`src/rtl/evd_pkg.sv`:
```
package evd_pkg;

  // Output phase of the divided clock.
  typedef enum logic {
    PH_LOW  = 1'b0,
    PH_HIGH = 1'b1
  } evd_phase_e;

  // Number of oscillator cycles in one output period for divide value n.
  function automatic int unsigned evd_period_len(input int unsigned n);
    return (n == 0) ? 1 : 2 * n;
  endfunction

  // Index of the final cycle of a half period for divide value n (n >= 1).
  function automatic int unsigned evd_half_last(input int unsigned n);
    return (n == 0) ? 0 : n - 1;
  endfunction

endpackage

```
`src/rtl/evd_regs.sv`:
```
module evd_regs #(
  parameter int unsigned DW = 8
) (
  input  logic          clk,
  input  logic          rst_n,
  input  logic          div_wr,
  input  logic [DW-1:0] div_wdata,
  input  logic          lp_wr,
  input  logic          lp_wdata,
  output logic [DW-1:0] n_q,
  output logic          lp_q
);

  always_ff @(posedge clk) begin
    if (!rst_n) begin
      n_q  <= '0;
      lp_q <= 1'b0;
    end else begin
      if (div_wr) n_q  <= div_wdata;
      if (lp_wr)  lp_q <= lp_wdata;
    end
  end

  AST_DIV_STORE: assert property (@(posedge clk) disable iff (!rst_n)
    div_wr |=> (n_q == $past(div_wdata)));
  AST_LP_STORE: assert property (@(posedge clk) disable iff (!rst_n)
    lp_wr |=> (lp_q == $past(lp_wdata)));
  AST_DIV_HOLD: assert property (@(posedge clk) disable iff (!rst_n)
    (!div_wr && $past(rst_n)) |=> $stable(n_q));

endmodule

```
`src/rtl/evd_seq.sv`:
```
module evd_seq
  import evd_pkg::*;
#(
  parameter int unsigned DW = 8
) (
  input  logic          clk,
  input  logic          rst_n,
  input  logic [DW-1:0] n_req,
  output logic          cke,
  output logic          lvl,
  output logic [DW-1:0] n_act_o,
  output logic          period_end_o
);

  localparam logic [DW-1:0] ONE = DW'(1);

  logic [DW-1:0] n_act;
  logic [DW-1:0] cnt;
  evd_phase_e    ph;

  // Named events, also used by the assertions below.
  logic pass_mode;
  logic half_end;
  logic period_end;

  assign pass_mode  = (n_act == '0);
  assign half_end   = !pass_mode && (cnt == (n_act - ONE));
  assign period_end = pass_mode || (half_end && (ph == PH_LOW));

  always_ff @(posedge clk) begin
    if (!rst_n) begin
      n_act <= '0;
      cnt   <= '0;
      ph    <= PH_HIGH;
    end else if (period_end) begin
      n_act <= n_req;
      cnt   <= '0;
      ph    <= PH_HIGH;
    end else if (half_end) begin
      cnt   <= '0;
      ph    <= PH_LOW;
    end else begin
      cnt   <= cnt + ONE;
    end
  end

  assign cke          = pass_mode || ((ph == PH_HIGH) && (cnt == '0));
  assign lvl          = (ph == PH_HIGH);
  assign n_act_o      = n_act;
  assign period_end_o = period_end;

  AST_CNT_BOUND: assert property (@(posedge clk) disable iff (!rst_n)
    !pass_mode |-> (cnt < n_act));
  AST_PASS_HIGH: assert property (@(posedge clk) disable iff (!rst_n)
    pass_mode |-> (cke && lvl));
  AST_ACT_AT_BOUNDARY: assert property (@(posedge clk) disable iff (!rst_n)
    ($past(rst_n) && !$stable(n_act)) |-> $past(period_end));
  AST_FALL_AT_HALF: assert property (@(posedge clk) disable iff (!rst_n)
    ($past(rst_n) && $fell(lvl)) |-> $past(half_end));
  AST_RISE_AT_START: assert property (@(posedge clk) disable iff (!rst_n)
    ($past(rst_n) && $rose(lvl)) |-> ($past(period_end) && cke));

endmodule

```
`src/rtl/evd_top.sv`:
```
module evd_top #(
  parameter int unsigned DIV_W = 8
) (
  input  logic             clk_osc,
  input  logic             rst_n,
  input  logic             div_wr,
  input  logic [DIV_W-1:0] div_wdata,
  input  logic             lp_wr,
  input  logic             lp_wdata,
  output logic             cclk_en,
  output logic             cclk_lvl,
  output logic [DIV_W-1:0] div_rdata,
  output logic             lp_q
);

  logic [DIV_W-1:0] n_stored;
  logic [DIV_W-1:0] n_active;
  logic             boundary;

  evd_regs #(.DW(DIV_W)) u_regs (
    .clk      (clk_osc),
    .rst_n    (rst_n),
    .div_wr   (div_wr),
    .div_wdata(div_wdata),
    .lp_wr    (lp_wr),
    .lp_wdata (lp_wdata),
    .n_q      (n_stored),
    .lp_q     (lp_q)
  );

  evd_seq #(.DW(DIV_W)) u_seq (
    .clk         (clk_osc),
    .rst_n       (rst_n),
    .n_req       (n_stored),
    .cke         (cclk_en),
    .lvl         (cclk_lvl),
    .n_act_o     (n_active),
    .period_end_o(boundary)
  );

  assign div_rdata = n_stored;

  AST_RESET_PASS: assert property (@(posedge clk_osc)
    !rst_n |=> (cclk_en && cclk_lvl && (div_rdata == '0) && !lp_q));
  AST_PULSE_IS_BOUNDARY_NEXT: assert property (@(posedge clk_osc) disable iff (!rst_n)
    ($past(rst_n) && $past(boundary)) |-> cclk_en);

endmodule

```
`config.mk`:
```
export PLATFORM = sky130hd
export DESIGN_NAME = evd_top
export DESIGN_NICKNAME = d
export VERILOG_FILES = /design/src/rtl/evd_pkg.sv /design/src/rtl/evd_regs.sv /design/src/rtl/evd_seq.sv /design/src/rtl/evd_top.sv
export SDC_FILE = /design/constraint.sdc
export NUM_CORES = 1
export LEC_CHECK = 0
export ABC_CLOCK_PERIOD_IN_PS = 4700
export CORE_MARGIN = 5
export CORE_UTILIZATION = 35
export CTS_CLUSTER_DIAMETER = 50
export DETAILED_ROUTE_END_ITERATION = 16
export DONT_BUFFER_PORTS = 1
export SLEW_MARGIN = 20
export SYNTH_ARGS = -nofsm -noshare
export SYNTH_HDL_FRONTEND = slang
export SYNTH_SLANG_ARGS = --single-unit
```
`constraint.sdc`:
```
create_clock -name clk_osc -period 4.7 [get_ports clk_osc]
set_input_delay 0.94 -clock clk_osc [delete_from_list [all_inputs] [get_ports clk_osc]]
set_output_delay 0.94 -clock clk_osc [all_outputs]
set_load 0.1 [all_outputs]
```
## Word level (Yosys, flattened, before mapping)

Index checks and enable logic that the tools add are counted.

- Register bits: 26
- Input bits: 13
- Word-level logic and storage cells: 20

- $add $sub $neg: 2
- Equal/unequal tests: 1
- Bitwise gates (word level): 2
- Reductions and logical operators: 10

Operators by type and width:

| operator | count |
|---|---|
| 8-bit zero test | 2 |
| 8-bit by 1-bit adder with 8-bit output (second input constant) | 1 |
| 8-bit equality test | 1 |
| 8-bit by 1-bit subtractor with 8-bit output (second input constant) | 1 |
| 1-bit logical AND | 3 |
| 3-bit OR reduction | 1 |
| 1-bit logical OR | 2 |
| 1-bit NOT | 2 |
| 2-bit OR reduction | 1 |
| 1-bit zero test | 1 |

## Logic depth before layout (Yosys ltp)

Gate-level depths: netlist (run 1).

- Depth after elaboration: 6
- Gate-level depth with buffers: 8

## By module

Synthesis (run 1) repeated with hierarchy kept, for this count alone.

- Cell total of the unflattened synthesis: 146
- Area, all modules: 1298.7 µm²

Modules (own cells, without submodules):

| module | instances | cells each | area each (µm²) | seq. area each (µm²) |
|---|---|---|---|---|
| evd_seq | 1 | 118 | 960.9 | 340.3 |
| evd_regs | 1 | 28 | 337.8 | 180.2 |

## Worst setup path before layout (run 1)

No wires, ideal clock.

- Path kind: register -> output
- Start: register u_seq.ph, in the netlist u_seq.lvl
- End: output cclk_en
- Arrival time: 1.983 ns
- Data required time: 3.760 ns
- Setup slack: 1.777 ns
- Cell stages (with the launch flop): 4
- Path through: dfxtp_1 > nor4b_1 > nand2_1 > nand2_1

- Word-level cells in the longest chain between the ends: 2

Ends and longest elaborated chain:

| element | RTL line | text |
|---|---|---|
| start: declaration | evd_seq.sv:19 | `evd_phase_e ph;` |
| start signal: assignment | evd_seq.sv:34 | `ph <= PH_HIGH;` |
| start signal: assignment | evd_seq.sv:38 | `ph <= PH_HIGH;` |
| start signal: assignment | evd_seq.sv:41 | `ph <= PH_LOW;` |
| 1-bit logical AND | evd_seq.sv:47 | `assign cke = pass_mode \|\| ((ph == PH_HIGH) && (cnt == '0));` |
| 1-bit logical OR | evd_seq.sv:47 |  |
| end: declaration | evd_top.sv:10 | `output logic cclk_en,` |

Every way passes these cells.

## Worst setup path after layout (run 1)

- Start: register u_seq.n_act[0], in the netlist u_seq.n_act_o[0]
- End: output cclk_en

- Word-level cells in the longest chain between the ends: 2

Ends and longest elaborated chain:

| element | RTL line | text |
|---|---|---|
| start: declaration | evd_seq.sv:17 | `logic [DW-1:0] n_act;` |
| start signal: assignment | evd_seq.sv:36 | `n_act <= n_req;` |
| 8-bit zero test | evd_seq.sv:26 | `assign pass_mode = (n_act == '0);` |
| 1-bit logical OR | evd_seq.sv:47 |  |

Every way passes these cells.

==> impl_summary.log, run 1 <==
INFO  metric run_status = finished clean
INFO  metric mappedNetlistNets = roughly 150
INFO  metric die_area = between 4000 and 5000 um^2
INFO  metric die_width = between 70 and 80 um
INFO  metric critical_path_peak_fanout = 6
INFO  metric grt_first_pass_wirelength = approximately 4.3 mm
INFO  metric numPortBuffers = 0
INFO  metric maximum_achievable_frequency = 332.0 MHz
INFO  metric drt_iter0_drc = 25
INFO  metric route.antenna.remaining_nets = 0
INFO  metric startpoint_type = register
INFO  metric portion_of_the_clock_cycle_consumed_by_the_worst_path_in_the_final_layout = 64.08%
INFO  metric groute.usage.overall = 10.66%
INFO  metric final_nets = between 150 and 200
INFO  metric setup_viols_final = 0
INFO  metric postSynthRegisterBits = 26
INFO  metric placed_cell_area = around 1300 um^2
INFO  metric post_synth_mux_area_share = under 10%
INFO  metric finalNonFillerCells = 180
INFO  metric synth_adder_area_share = under 10%
INFO  metric final_core_utilization = around two fifths
INFO  metric synth_top_family_by_area = simple AND/OR/NAND/NOR gates
INFO  metric fin_worst_skew = 3.436 ps
INFO  metric first_global_vias = 924
INFO  metric cp.arrival = 2070 ps
INFO  metric area_share_of_and_or_nand_nor_cells_after_synthesis = approximately a fifth
INFO  metric die-height = about 70 um
INFO  metric ctsHoldBuffers = 0
INFO  metric required = between 3000 and 4000 ps
INFO  metric rsz0062_at_grt = false
INFO  metric timing_worst_slew_pin_value = roughly 1000 ps
INFO  metric row_count = 21
INFO  metric synth_top_cells_by_area = dfxtp_1 41%, mux2i_1 9.4%, xor2_1 6.2%
INFO  metric vias = about 980
INFO  metric timing.final.hold_violations = 0
INFO  metric placedCellCount = around 180
INFO  metric power.ir.vdd_worst = between 0.0002 and 0.0003 V
INFO  metric setup_slack = ~1700 ps
INFO  metric area_growth_syn_to_layout = 8.071%
INFO  metric route.detailed.drc = 0
INFO  metric gr-total-overflow = 0
INFO  metric leakagePower = roughly 0.53 nW
INFO  metric cts.root.buffer_cell = clkbuf_4
INFO  metric cp-startpoint = u_seq.n_act_o[0]
INFO  metric clock_insertion_delay_worst_skew = ~320 ps
INFO  metric cts-buffers-inserted = 3
INFO  metric max-cap-violations = 0
INFO  metric cts_tree = done
INFO  metric num_antenna_cells = 0
INFO  metric detailedPlacementHpwl = just under 2 mm
INFO  metric detail_route.wl_per_cell = roughly 14 um
INFO  metric maximum_number_of_buffers_from_clock_root_to_sink = 2
INFO  metric postRouteWirelength = 2.566 mm
INFO  metric synth_top_area_cell = dfxtp_1
INFO  metric largest_net_degree_at_the_start_of_global_routing = 23
INFO  metric initial_utilization = a little under two fifths
INFO  metric synth-compound-area-share = 13.88%
INFO  metric reg2reg_setup_slack = between 2000 and 2500 ps
INFO  metric timing.final.max_slew_violations = 0
INFO  metric synth_seq_area_share = 40.94%
INFO  metric unique_cell_type_count_in_the_yosys_netlist = 34
INFO  metric pwr_density_cell = 432.3 nW/um^2
INFO  metric setup_tns = 0 ps
INFO  metric synth_top_area_share = around 41%
INFO  metric viasPerCell = approximately 5.4
INFO  metric postCtsResizedCells = 0
INFO  metric worstHoldPathType = reg -> reg
INFO  metric path_class = reg -> out
INFO  metric regToRegStartpoint = u_seq.n_act_o[0]
INFO  metric gp_congestion = about 0.9
INFO  metric cts_post_setup_buffers_inserted = 0
INFO  metric crit_end = cclk_en
INFO  metric clkTransAtPathRegs = approximately 140 ps
INFO  metric antenna_found_initial = 0
INFO  metric netlist_area = between 1000 and 1500 um^2
INFO  metric ys_warn_count = 0
INFO  metric rr_worst_depth = 8
INFO  metric yosys.area_share.xor_xnor = under 10%
INFO  metric cts.htree.levels = 1
INFO  metric timing.final.crit_period = around 3000 ps
INFO  metric worstReg2RegEnd = u_seq.n_act_o[7]
INFO  metric endpoint_kind = primary output
INFO  metric coreArea = about 3400 um^2
INFO  metric worst_slack_placed = 2046 ps
INFO  metric synthesis.area_per_instance = between 9 and 10 um^2
INFO  metric syn-instance-count = approximately 130
INFO  metric layout-drive-gt1-share = around 7.5%
INFO  metric slew-limit-headroom = 32.70%
INFO  metric detailedRoute.firstPassIterationCount = 4
INFO  metric layout.cell_area.non_filler = ~1400 um^2
INFO  metric io-pin-count = 24
INFO  metric clkSinkCount = 26
==> per-stage QoR <==
stage,power (mW),hold WS [ps]
4_1_cts,0.5996,519.3
2_1_floorplan,0.4240,446.9
3_3_place_gp,0.4459,488.3
5_1_grt,0.6261,532.1
6_report,0.5940,513.2
3_5_place_dp,0.4493,488.5
==> logic make-up after synthesis <==
logic type                 Yosys count
and+or+nand+nor                     49
DFF                                 26
AOI/OAI and AO/OA                   20
xor gates and xnor gates            14
muxes                               12
buffers and inverters                9
adders and majority gates            3
==> sequential cells by signal, summed over array words and instances, names as in the netlist <==
signal	count
u_regs.lp_q	1
u_regs.n_q	8
u_seq.cnt	8
u_seq.lvl	1
u_seq.n_act_o	8
==> placed cells by master (no fill, tap or decap), types with 2 or more instances in the layout <==
master and n:
nor2_1 13, o21ai_0 3, xor2_1 9, mux2i_1 12, nor2b_1 9, dfxtp_1 26, ha_1 3, a32o_1 6
nor4b_1 2, nand2_1 8, inv_1 5, nand3_1 5, clkbuf_4 3, and3_1 3, xnor2_1 5, o21a_1 2
==> cells in the mapped netlist <==
master and n:
a311o_1 1, nand3_1 5, nand2_1 8, o31a_1 1, or3_1 1, xor2_1 9
mux2i_1 12, nor2_1 13, o21ai_0 3, ha_1 3, nor3_1 1, o21a_1 2
and2_1 1, dfxtp_1 26, nand4_1 1, a211oi_1 1, xnor2_1 5, a32o_1 6
a2bb2oi_1 1, o211ai_2 1, inv_1 5, nor3_2 1, and2_4 1, a21oi_1 1
or2_2 1, clkbuf_1 4, nand4b_1 1, a41oi_1 1, and3_1 3, nor2b_1 9
o21ai_4 1, o2111ai_1 1, nor4b_1 2, nor4_1 1
==> critical path, stage by stage (launching register included) <==
cell and delay [ps]:
dfxtp_1 390, inv_1 70, ha_1 260, nand4b_1 270
nand2_1 750
==> layout make-up <==
cell class                      instances  area (um^2)
Fill cell                             374         2042
Multi-Input combinational cell         98        716.9
Sequential cell                        26        520.5
Tap cell                               46        57.56
Clock inverter                          1        30.03
Clock buffer                            3        22.52
Inverter                                5        18.77
Timing Repair Buffer                    1        7.507
==> routing by layer <==
metal	track usage [%]	vias up	wire (um)
met5	0	-	0
met4	4.468	0	22
met3	2.582	2	95
met2	17.88	18	1300
met1	12.87	483	1147
li1	-	475	-
==> worst min-delay path by stage <==
stage / cells past startpoint / start / slack, ps / to
detailed placement: 1 / u_seq.cnt[0] / 490 / u_seq.cnt[0]
floorplan: 1 / u_seq.cnt[0] / 450 / u_seq.cnt[0]
global route: 1 / u_seq.cnt[0] / 530 / u_seq.cnt[0]
global placement: 1 / u_seq.cnt[0] / 490 / u_seq.cnt[0]
finish: 1 / u_seq.cnt[0] / 510 / u_seq.cnt[0]
CTS: 1 / u_seq.cnt[0] / 520 / u_seq.cnt[0]
==> power breakdown <==
part           switching (mW)  total [mW]  internal (mW)
clock network          0.0642       0.150         0.0862
logic                  0.0908       0.149         0.0582
registers              0.0565       0.294          0.238
Note: power is estimated with default switching activity, not from simulation.
==> run 2, diff against run 1 <==
--- a/config.mk
+++ b/config.mk
@@ -5,7 +5,8 @@
 export SDC_FILE = /design/constraint.sdc
 export NUM_CORES = 1
 export LEC_CHECK = 0
-export ABC_CLOCK_PERIOD_IN_PS = 4700
+export ABC_AREA = 1
+export ABC_CLOCK_PERIOD_IN_PS = 2700
 export CORE_MARGIN = 5
 export CORE_UTILIZATION = 35
 export CTS_CLUSTER_DIAMETER = 50
==> constraint.sdc (replaced) <==
create_clock -name clk_osc -period 2.7 [get_ports clk_osc]
set_input_delay 0.54 -clock clk_osc [delete_from_list [all_inputs] [get_ports clk_osc]]
set_output_delay 0.54 -clock clk_osc [all_outputs]
set_load 0.1 [all_outputs]
==> impl_summary.log, run 2 <==
INFO  metric run_status = finished clean
INFO  metric timing.final.max_slew_violations = 0 (unchanged)
INFO  metric yosys_most_used_dff = dfxtp_1
INFO  metric leakagePower = 0.7587 nW (+44%)
INFO  metric cts.htree.levels = 1 (unchanged)
INFO  metric synth_top_area_cell = dfxtp_1
INFO  metric detail_route.wl_per_cell = 10.76 um (-24%)
INFO  metric cp-startpoint = u_seq.n_act_o[0]
INFO  metric mappedNetlistNets = 219 (+47%)
INFO  metric final_nets = 233 (+54%)
INFO  metric clock_insertion_delay_worst_skew = 260 ps (-60 ps)
INFO  metric io-pin-count = 24 (unchanged)
INFO  metric hold_start = lp_wr
INFO  metric area_growth_syn_to_layout = 14.77%
INFO  metric power = 2.130 mW (+260%)
INFO  metric postSynthRegisterBits = 26 (unchanged)
INFO  metric regToRegStartpoint = u_seq.n_act_o[0]
INFO  metric clkTransAtPathRegs = 80 ps (-60 ps)
INFO  metric critical_path_peak_fanout = 10 (+4)
INFO  metric route.antenna.remaining_nets = 0 (unchanged)
INFO  metric netlist_top_cells_count = 42 x nand2_1, 35 x nor2_1, 26 x dfxtp_1, 22 x inv_1, 16 x nand3_1
INFO  metric highest_layer = met4
INFO  metric power.ir.vdd_worst = 0.0004124 V (+65%)
INFO  metric detailedPlacementHpwl = 2.370 mm (+22%)
INFO  metric ctsHoldBuffers = 0 (unchanged)
INFO  metric rsz0062_at_grt = false
INFO  metric wire_length_on_met2 = 1.292 mm (-0.62%)
INFO  metric viasPerCell = 4.752 (-13%)
INFO  metric route.detailed.drc = 0 (unchanged)
INFO  metric coreArea = 3971 um^2 (+16%)
INFO  metric timing_worst_slew_pin_value = 958.4 ps (-49.77 ps)
INFO  metric postRouteWirelength = 2.863 mm (+12%)
INFO  metric required = 2160 ps (-1600 ps)
INFO  metric initial_utilization = 35.63% (-1.6 points)
INFO  metric synthesis.area_per_instance = 6.971 um^2 (-27%)
INFO  metric ys_warn_count = 0 (unchanged)
INFO  metric layout.cell_area.non_filler = 1624 um^2 (+18%)
INFO  metric first_global_vias = 1198 (+30%)
INFO  metric pwr_density_cell = 1311 nW/um^2 (+200%)
INFO  metric endpoint_kind = primary output
INFO  metric crit_path_cell_trace = inv_1 -> ha_1 -> nand2_2 -> inv_2 -> nand2_4 -> o21ai_2 -> buf_12
INFO  metric netlist_area = 1415 um^2 (+11%)
INFO  metric num_antenna_cells = 0 (unchanged)
INFO  metric die_area = 5415 um^2 (+9.7%)
INFO  metric gr-total-overflow = 0 (unchanged)
INFO  metric route.met3.wl = 200 um (+110%)
INFO  metric detailedRoute.firstPassIterationCount = 4 (unchanged)
INFO  metric synth_seq_area_share = 36.78% (-4.2 points)
INFO  metric largest_net_degree_at_the_start_of_global_routing = 20 (-13%)
INFO  metric vias = 1264 (+29%)
INFO  metric cts_tree = done
INFO  metric setup_viols_final = 0 (unchanged)
INFO  metric portion_of_the_clock_cycle_consumed_by_the_worst_path_in_the_final_layout = around four fifths
INFO  metric worst-path-buf-inv = 3 (+2)
INFO  metric synth_top_cells_by_area = dfxtp_1 37%, nand2_1 11%, nor2_1 9.3%
INFO  metric grt_first_pass_wirelength = 5.354 mm (+25%)
INFO  metric fin_worst_skew = 2.177 ps (-1.259 ps)
INFO  metric maximum_number_of_buffers_from_clock_root_to_sink = 2 (unchanged)
INFO  metric row_count = 23 (+9.5%)
INFO  metric met1Wirelength = 1.360 mm (+19%)
INFO  metric timing.final.crit_period = between 2000 and 2500 ps
INFO  metric slew-limit-headroom = 36.02% (+3.3 points)
INFO  metric synth-edff-count = 0 (unchanged)
INFO  metric share_of_async_settable_or_async_resettable_flops_after_synthesis = 0% (unchanged)
INFO  metric syn-instance-count = 203 (+53%)
INFO  metric maximum_cell_stage_delay_along_the_critical_path = 330 ps (-420 ps)
INFO  metric groute.usage.overall = 12.27% (+1.6 points)
INFO  metric gp_congestion = 0.8258 (-8.8%)
INFO  metric yosys.cell_count.top_type = nand2_1
INFO  metric path_class = reg -> out
INFO  metric die-height = 73.59 um (+4.7%)
INFO  metric postCtsResizedCells = 0 (unchanged)
INFO  metric worstHoldPathType = in -> reg
INFO  metric cp.arrival = 1600 ps (-470 ps)
INFO  metric setup_tns = 0 ps (unchanged)
INFO  metric final_common_cell = nand2_1
INFO  metric synth_top_area_share = 36.78% (-4.2 points)
INFO  metric max-cap-violations = 0 (unchanged)
INFO  metric die_width = 73.59 um (+4.7%)
INFO  metric maximum_achievable_frequency = 468.3 MHz
INFO  metric drt_iter0_drc = 104 (+320%)
INFO  metric clkSinkCount = 26 (unchanged)
INFO  metric unique_cell_type_count_in_the_yosys_netlist = 25 (-26%)
INFO  metric startpoint_type = register
INFO  metric timing.critical_path.max_delay_family = buffers and inverters
INFO  metric numPortBuffers = 0 (unchanged)
INFO  metric timing.final.hold_violations = 0 (unchanged)
INFO  metric placed_cell_area = 1569 um^2 (+19%)
INFO  metric cts.root.buffer_cell = clkbuf_8
INFO  metric cts_post_setup_buffers_inserted = 0 (unchanged)
INFO  metric slowest_stage_cell_on_the_critical_path = dfxtp_1
INFO  metric antenna_found_initial = 0 (unchanged)
INFO  metric layout.cells.most_common_list = 42 x nand2_1, 35 x nor2_1, 26 x dfxtp_1
INFO  metric cts-buffers-inserted = 3 (unchanged)
INFO  metric layout-drive-gt1-share = 18.06% (+11 points)
[run 2: cell count changes in the layout (fill, tap and decap cells not counted), sizes merged, moves of 5 or more]
cell,delta
a32o,-6
buf,+10
inv,+20
mux2i,-12
nand2,+40
nand3,+13
nor2,+33
nor2b,-9
nor3,+5
o21ai,+7
[run 2: final cells by class]
| class | instances | area [um^2] |
|---|---|---|
| Clock buffer | 4 | 55.05 |
| Fill cell | 425 | 2347 |
| Tap cell | 50 | 62.56 |
| Sequential cell | 26 | 520.5 |
| Inverter | 25 | 98.84 |
| Multi-Input combinational cell | 150 | 792.0 |
| Timing Repair Buffer | 11 | 95.09 |
[run 2: worst paths after layout]
check	to	slack, ps	cells past startpoint
worst max-delay path	cclk_en	560	7
worst min-delay path	u_regs.lp_q	360	1
worst max register to register	u_seq.n_act_o[5]	720	13
worst min register to register	u_seq.n_act_o[1]	490	2
[run 2: per-layer routing]
| layer | vias up | track usage, % |
|---|---|---|
| met5 | - | 0 |
| met4 | 0 | 2.414 |
| met3 | 2 | 3.557 |
| met2 | 37 | 19.49 |
| met1 | 562 | 16.57 |
| li1 | 663 | - |
[run 2: cell families after synthesis]
group	after synthesis	synth area share [%]
XOR/XNOR	9	5.571
AO/OA/AOI/OAI	13	4.863
AND/OR/NAND/NOR	125	42.62
flip-flops	26	36.78
buffers and inverters	27	7.516
adder cells (fa/ha/maj)	3	2.653
[run 2: report_power, final]
group | switching, mW | leakage, nW | total [mW] | internal [mW]
combinational | 0.880 | 0.516 | 1.34 | 0.458
sequential | 0.0887 | 0.214 | 0.553 | 0.464
clock | 0.109 | 0.0288 | 0.239 | 0.130
[run 2: metrics by stage]
step | hold slack [ps] | util [%] | setup slack, ps | cells
after CTS | 352.6 | 40.89 | 548.1 | 266
after global placement | 467.1 | 39.51 | 778.5 | 262
after detailed placement | 474.4 | 39.51 | 730.1 | 262
after floorplan | 473.2 | - | 87.89 | 203
final | 360.3 | 40.89 | 564.8 | 266
after global routing | 350.0 | 40.89 | 431.3 | 266
